--- config.mk ---
export PLATFORM = sky130hd
export DESIGN_NAME = reload_timer_unit
export DESIGN_NICKNAME = d
export VERILOG_FILES = /design/src/rtl/rtu_pkg.sv /design/src/rtl/rtu_prescaler.sv /design/src/rtl/rtu_channel.sv /design/src/rtl/rtu_regbank.sv /design/src/rtl/reload_timer_unit.sv
export SDC_FILE = /design/constraint.sdc
export NUM_CORES = 1
export LEC_CHECK = 0
export BUFFER_PORTS_ARGS = -buffer_cell sky130_fd_sc_hd__buf_4
export CELL_PAD_IN_SITES_DETAIL_PLACEMENT = 0
export CELL_PAD_IN_SITES_GLOBAL_PLACEMENT = 2
export CORE_ASPECT_RATIO = 0.6
export CORE_MARGIN = 2
export CORE_UTILIZATION = 39
export CTS_CLUSTER_DIAMETER = 80
export CTS_CLUSTER_SIZE = 24
export DETAILED_ROUTE_END_ITERATION = 6
export PLACE_DENSITY = 0.85
export SYNTH_ARGS = -nofsm -noshare
export SYNTH_HDL_FRONTEND = slang
export SYNTH_SLANG_ARGS = --single-unit
--- constraint.sdc ---
create_clock -name clk -period 7.75 [get_ports clk]
set_input_delay 0.3875 -clock clk [delete_from_list [all_inputs] [get_ports clk]]
set_output_delay 0.3875 -clock clk [all_outputs]
set_load 0.005 [all_outputs]
--- src/rtl/rtu_pkg.sv ---
package rtu_pkg;
  localparam int unsigned BUS_W   = 32;
  localparam int unsigned CTRL_W  = 16;
  localparam int unsigned PSC_W   = 8;
  localparam int unsigned OFS_CONST = 'h0;
  localparam int unsigned OFS_COUNT = 'h4;
  localparam int unsigned OFS_CTRL  = 'h8;
  localparam int unsigned BIT_IE  = 5;
  localparam int unsigned BIT_UF  = 8;

  typedef struct packed {
    logic       uf;
    logic       ie;
    logic [2:0] psc;
  } ctrl_t;

  // last phase value of the prescaler for a given ratio code
  function automatic logic [PSC_W-1:0] psc_last(input logic [2:0] code);
    case (code)
      3'd1:    return PSC_W'(15);
      3'd2:    return PSC_W'(63);
      3'd3:    return PSC_W'(255);
      default: return PSC_W'(3);
    endcase
  endfunction

  function automatic logic [CTRL_W-1:0] ctrl_pack(input ctrl_t c);
    logic [CTRL_W-1:0] r;
    r = '0;
    r[BIT_UF] = c.uf;
    r[BIT_IE] = c.ie;
    r[2:0]    = c.psc;
    return r;
  endfunction
endpackage

--- src/rtl/rtu_prescaler.sv ---
module rtu_prescaler
  import rtu_pkg::*;
(
  input  logic       clk,
  input  logic       rst_n,
  input  logic       run,
  input  logic [2:0] code,
  output logic       tick
);
  logic [PSC_W-1:0] ph_q, ph_d, last;

  always_comb begin
    last = psc_last(code);
    tick = run && (ph_q >= last);
    if (!run || tick) ph_d = '0;
    else              ph_d = ph_q + PSC_W'(1);
  end

  always_ff @(posedge clk or negedge rst_n) begin
    if (!rst_n) ph_q <= '0;
    else        ph_q <= ph_d;
  end
endmodule

--- src/rtl/rtu_channel.sv ---
module rtu_channel
  import rtu_pkg::*;
#(
  parameter int unsigned CNT_W = 32
) (
  input  logic              clk,
  input  logic              rst_n,
  input  logic              run,
  input  logic              wr_const,
  input  logic              wr_count,
  input  logic              wr_ctrl,
  input  logic [BUS_W-1:0]  wdata,
  output logic [CNT_W-1:0]  count_q,
  output logic [CNT_W-1:0]  reload_q,
  output logic [CTRL_W-1:0] ctrl_rd,
  output logic              tick,
  output logic              uf_flag,
  output logic              irq
);
  ctrl_t            ctl_q, ctl_d;
  logic [CNT_W-1:0] cnt_d, rel_d;
  logic             underflow;

  rtu_prescaler u_psc (
    .clk  (clk),
    .rst_n(rst_n),
    .run  (run),
    .code (ctl_q.psc),
    .tick (tick)
  );

  always_comb begin
    underflow = tick && !wr_count && (count_q == '0);
    rel_d     = wr_const ? wdata[CNT_W-1:0] : reload_q;

    cnt_d = count_q;
    if (wr_count)      cnt_d = wdata[CNT_W-1:0];
    else if (underflow) cnt_d = reload_q;
    else if (tick)      cnt_d = count_q - CNT_W'(1);

    ctl_d = ctl_q;
    if (wr_ctrl) begin
      ctl_d.ie  = wdata[BIT_IE];
      ctl_d.psc = wdata[2:0];
      if (!wdata[BIT_UF]) ctl_d.uf = 1'b0;
    end
    if (underflow) ctl_d.uf = 1'b1;   // a new event beats a clearing write
  end

  always_ff @(posedge clk or negedge rst_n) begin
    if (!rst_n) begin
      count_q  <= '0;
      reload_q <= '0;
      ctl_q    <= '0;
    end else begin
      count_q  <= cnt_d;
      reload_q <= rel_d;
      ctl_q    <= ctl_d;
    end
  end

  assign ctrl_rd = ctrl_pack(ctl_q);
  assign uf_flag = ctl_q.uf;
  assign irq     = ctl_q.uf & ctl_q.ie;
endmodule

--- src/rtl/rtu_regbank.sv ---
module rtu_regbank
  import rtu_pkg::*;
#(
  parameter int unsigned NUM_CH     = 3,
  parameter int unsigned CNT_W      = 32,
  parameter int unsigned ADDR_W     = 8,
  parameter int unsigned START_ADDR = 'h00,
  parameter int unsigned CH_BASE    = 'h10,
  parameter int unsigned CH_STRIDE  = 'h10
) (
  input  logic                                clk,
  input  logic                                rst_n,
  input  logic                                bus_wr,
  input  logic [ADDR_W-1:0]                   bus_addr,
  input  logic [NUM_CH-1:0]                   run_wdata,
  input  logic [NUM_CH-1:0][CNT_W-1:0]        ch_count,
  input  logic [NUM_CH-1:0][CNT_W-1:0]        ch_reload,
  input  logic [NUM_CH-1:0][CTRL_W-1:0]       ch_ctrl,
  output logic [NUM_CH-1:0]                   run_q,
  output logic [NUM_CH-1:0]                   wr_const,
  output logic [NUM_CH-1:0]                   wr_count,
  output logic [NUM_CH-1:0]                   wr_ctrl,
  output logic [BUS_W-1:0]                    bus_rdata
);
  localparam logic [ADDR_W-1:0] A_START = ADDR_W'(START_ADDR);

  logic [NUM_CH-1:0]            run_d;
  logic                         start_hit;
  logic [NUM_CH-1:0][BUS_W-1:0] rd_part;

  assign start_hit = (bus_addr == A_START);

  always_comb begin
    run_d = run_q;
    if (bus_wr && start_hit) run_d = run_wdata;
  end

  always_ff @(posedge clk or negedge rst_n) begin
    if (!rst_n) run_q <= '0;
    else        run_q <= run_d;
  end

  for (genvar n = 0; n < NUM_CH; n++) begin : g_dec
    localparam logic [ADDR_W-1:0] A_CONST = ADDR_W'(CH_BASE + n*CH_STRIDE + OFS_CONST);
    localparam logic [ADDR_W-1:0] A_COUNT = ADDR_W'(CH_BASE + n*CH_STRIDE + OFS_COUNT);
    localparam logic [ADDR_W-1:0] A_CTRL  = ADDR_W'(CH_BASE + n*CH_STRIDE + OFS_CTRL);

    assign wr_const[n] = bus_wr && (bus_addr == A_CONST);
    assign wr_count[n] = bus_wr && (bus_addr == A_COUNT);
    assign wr_ctrl[n]  = bus_wr && (bus_addr == A_CTRL);

    assign rd_part[n] = (bus_addr == A_CONST) ? BUS_W'(ch_reload[n]) :
                        (bus_addr == A_COUNT) ? BUS_W'(ch_count[n])  :
                        (bus_addr == A_CTRL)  ? BUS_W'(ch_ctrl[n])   : '0;
  end

  always_comb begin
    bus_rdata = start_hit ? BUS_W'(run_q) : '0;
    for (int n = 0; n < NUM_CH; n++) bus_rdata = bus_rdata | rd_part[n];
  end
endmodule

--- src/rtl/reload_timer_unit.sv ---
module reload_timer_unit
  import rtu_pkg::*;
#(
  parameter int unsigned NUM_CH     = 3,   // at most 8: one start byte
  parameter int unsigned CNT_W      = 32,  // at most BUS_W
  parameter int unsigned ADDR_W     = 8,
  parameter int unsigned START_ADDR = 'h00,
  parameter int unsigned CH_BASE    = 'h10,
  parameter int unsigned CH_STRIDE  = 'h10
) (
  input  logic              clk,
  input  logic              rst_n,
  input  logic              bus_wr,
  input  logic [ADDR_W-1:0] bus_addr,
  input  logic [BUS_W-1:0]  bus_wdata,
  output logic [BUS_W-1:0]  bus_rdata,
  output logic [NUM_CH-1:0] irq
);
  logic rst_meta_q, rst_q_n;

  always_ff @(posedge clk or negedge rst_n) begin
    if (!rst_n) begin
      rst_meta_q <= 1'b0;
      rst_q_n    <= 1'b0;
    end else begin
      rst_meta_q <= 1'b1;
      rst_q_n    <= rst_meta_q;
    end
  end

  logic [NUM_CH-1:0]              run_vec, tick_vec, uf_vec;
  logic [NUM_CH-1:0]              wr_const_vec, wr_count_vec, wr_ctrl_vec;
  logic [NUM_CH-1:0][CNT_W-1:0]   count_arr, reload_arr;
  logic [NUM_CH-1:0][CTRL_W-1:0]  ctrl_arr;

  rtu_regbank #(
    .NUM_CH(NUM_CH), .CNT_W(CNT_W), .ADDR_W(ADDR_W),
    .START_ADDR(START_ADDR), .CH_BASE(CH_BASE), .CH_STRIDE(CH_STRIDE)
  ) u_regs (
    .clk      (clk),
    .rst_n    (rst_q_n),
    .bus_wr   (bus_wr),
    .bus_addr (bus_addr),
    .run_wdata(bus_wdata[NUM_CH-1:0]),
    .ch_count (count_arr),
    .ch_reload(reload_arr),
    .ch_ctrl  (ctrl_arr),
    .run_q    (run_vec),
    .wr_const (wr_const_vec),
    .wr_count (wr_count_vec),
    .wr_ctrl  (wr_ctrl_vec),
    .bus_rdata(bus_rdata)
  );

  for (genvar n = 0; n < NUM_CH; n++) begin : g_ch
    rtu_channel #(.CNT_W(CNT_W)) u_ch (
      .clk     (clk),
      .rst_n   (rst_q_n),
      .run     (run_vec[n]),
      .wr_const(wr_const_vec[n]),
      .wr_count(wr_count_vec[n]),
      .wr_ctrl (wr_ctrl_vec[n]),
      .wdata   (bus_wdata),
      .count_q (count_arr[n]),
      .reload_q(reload_arr[n]),
      .ctrl_rd (ctrl_arr[n]),
      .tick    (tick_vec[n]),
      .uf_flag (uf_vec[n]),
      .irq     (irq[n])
    );
  end
endmodule

==> flow_metrics.env <==
export IMPL_yosys_top_cells_area="dfrtp_1 42%, mux2_2 9.0%, a22oi_1 4.8%"
export IMPL_setup_worst_path_end_class="flop"
export IMPL_netlist_area_um2=14000
export IMPL_register_area_um2=5910
export IMPL_worstPathArrival_ps=3990
export IMPL_ios=78
export IMPL_drc=0
export IMPL_ys_warn_count=0
export IMPL_yosys_cell_types_count=61
export IMPL_areaGrowthSynthToFinish_pct=10.4
export IMPL_gp_congestion=0.941
export IMPL_ys_seq_area_frac=0.423
export IMPL_dp_cells=1975
export IMPL_hold_class="input port to asynchronous set/reset pin"
export IMPL_overflow=0
export IMPL_maxCapViolCount=0
export IMPL_period_share=0.462
export IMPL_grt_pass1_vias=11500
export IMPL_clkTransAtPathRegs_ps=100
export IMPL_wl_per_cell_um=25.5
export IMPL_crit_type="flop to flop"
export IMPL_tns_ps=0
export IMPL_grt_max_degree=162
export IMPL_synth_top_area_frac=0.423
export IMPL_setup_viol=0
export IMPL_yosysTopAreaCell="dfrtp_1"
export IMPL_numCtsBuffers=14
export IMPL_async_flop_share=1.00
export IMPL_vias=12400
export IMPL_h_tree_depth=1
export IMPL_numPortBuffers=77
export IMPL_final_cells=1998
export IMPL_groute_usage_overall=0.274
export IMPL_synthesis_nets=1579
export IMPL_dp_hpwl_mm=36.2
export IMPL_vias_per_cell=6.22
export IMPL_synth_ff_type="dfrtp_1"
export IMPL_nets=1595
export IMPL_grt_pass1_wl_mm=76.6
export IMPL_multiInputGateArea_um2=7650
export IMPL_tightest_slew_ps=1090
export IMPL_synth_most_common_cell="dfrtp_1"
export IMPL_rsz0062_at_grt="no"
export IMPL_hold_viol_final=0
export IMPL_ir_worst_vdd_mv=0.110
export IMPL_startpoint_type="flop"
export IMPL_cts_root_buffer="clkbuf_16"
export IMPL_antenna_found_initial=3
export IMPL_timing_slew_headroom=0.276
export IMPL_synth_edff_count=0
export IMPL_maxSlewViolCount=0
export IMPL_cts_tree="done"
export IMPL_ys_top_cells_by_count="236 x dfrtp_1, 155 x nor2_1, 122 x a21oi_1"
export IMPL_routed_wl_mm=51.0
export IMPL_outcome="finished clean"
export IMPL_start_util=0.398
export IMPL_fmax_mhz=279
export IMPL_die_y_um=151
export IMPL_fillers=3502
export IMPL_synthesis_instances=1509
export IMPL_rows=53
export IMPL_synth_seq_cells=236
export IMPL_cellPowerDensity_nw_per_um2=162
export IMPL_drtPass1Iterations=5
export IMPL_avgSynthCellArea_um2=9.26
export IMPL_min_period_ps=3580
export IMPL_cts_repair_resized=0
export IMPL_design_die_area_um2=37400
export IMPL_clockBufferDepth=3
export IMPL_worst_ep_required_time_ps=8160
export IMPL_first_iter_violations=1387
export IMPL_skew_ps=30.5
export IMPL_antenna_left=0
export IMPL_cts_sinks=236
export IMPL_clock_latency_ps=530
export IMPL_worstPathMaxFanout=23
export IMPL_drive_gt1_frac=0.173
export IMPL_core_um2=35100
export IMPL_fp_dieW_um=248
export IMPL_leakagePower_nw=6.76
[area by class of cell]
| class | instances | area share |
|---|---|---|
| flip-flops and latches | 236 | 0.383 |
| inverters | 8 | 0.00195 |
| clock inverters | 4 | 0.00219 |
| well taps | 467 | 0.0379 |
| repair buffers | 108 | 0.0535 |
| diodes | 1 | 0.000162 |
| clock buffers | 17 | 0.0248 |
| multi-input cells | 1157 | 0.496 |
[through the flow]
stage	worst slack (ps)	power, mW	cell area, µm²	util	hold WS [ps]
after floorplan	686	1.55	14000	-	91.9
after global placement	4270	1.68	15000	0.427	172
after detailed placement	4150	1.68	15000	0.427	174
after CTS	4140	2.51	15400	0.439	157
after global routing	3890	2.60	15400	0.439	162
final	4170	2.50	15400	0.439	175
[cell usage in the layout, fill, tap and decap left out, drive strengths merged, types with 7 or more instances in the layout]
master	instances
nand3	83
nor3	60
o211ai	21
o21ai	59
a211oi	15
xnor2	36
xor2	51
nor4	26
ha	27
o31ai	10
nand2	84
buf	107
clkbuf	17
and3	33
nand4	13
or3	19
or4	10
nand2b	7
mux2i	12
mux2	112
dfrtp	236
a22oi	90
o22ai	34
nor2	155
inv	11
a21oi	122
[routing by layer]
metal	up-vias	share of wire	GRT usage
met5	-	0	0
met4	0	0.011	0.0378
met3	35	0.14	0.112
met2	536	0.37	0.334
met1	6227	0.49	0.441
li1	5636	-	-
[logic make-up after synthesis]
kind of cell	after synthesis	share of synthesized area
simple gates	521	0.182
compound gates	397	0.184
flops	236	0.423
mux	124	0.0989
buf+inv	116	0.0328
xor+xnor	87	0.0545
fa+ha+maj	27	0.0242
other cells	1	0.000268
[where the power goes]
part	internal (mW)	switching, mW	total, mW
clock network	0.363	0.470	0.832
logic	0.116	0.149	0.265
registers	1.29	0.113	1.41
[critical path, cell delays in order, from the launching register on]
cell and delay, ps:
dfrtp_1 450, nor4_1 630, nand4_1 490, or4_1 1020
buf_4 380, nor2_1 110, a21oi_1 50, a221o_1 330
[flip-flops by register name, indices dropped and copies added, names as in the netlist]
name,flops
g_ch.u_ch.count_q,96
g_ch.u_ch.ctrl_rd,12
g_ch.u_ch.reload_q,96
g_ch.u_ch.u_psc.ph_q,24
g_ch.u_ch.uf_flag,3
rst_meta_q,1
rst_q_n,1
u_regs.run_q,3
[repair_timing]
action | in CTS | in global routing
setup buffers | 0 | 0
setup endpoints to repair | 0 | 0
hold endpoints to repair | 2 | 0
hold buffers | 1 | 0
[path summary, 6_finish.rpt]
check	slack [ps]	cells past startpoint	endpoint	from
worst min-delay path	170	2	rst_meta_q	rst_n
max in group asynchronous	5640	1	g_ch[1].u_ch.reload_q[2]	rst_q_n
worst max-delay path	4170	7	g_ch[2].u_ch.count_q[14]	g_ch[2].u_ch.count_q[11]
min in group clk	200	3	g_ch[1].u_ch.count_q[6]	bus_wdata[6]
worst max register to register	4170	7	g_ch[2].u_ch.count_q[14]	g_ch[2].u_ch.count_q[11]
worst min register to register	360	0	rst_q_n	rst_meta_q
Power figures use the tool's default switching activity.
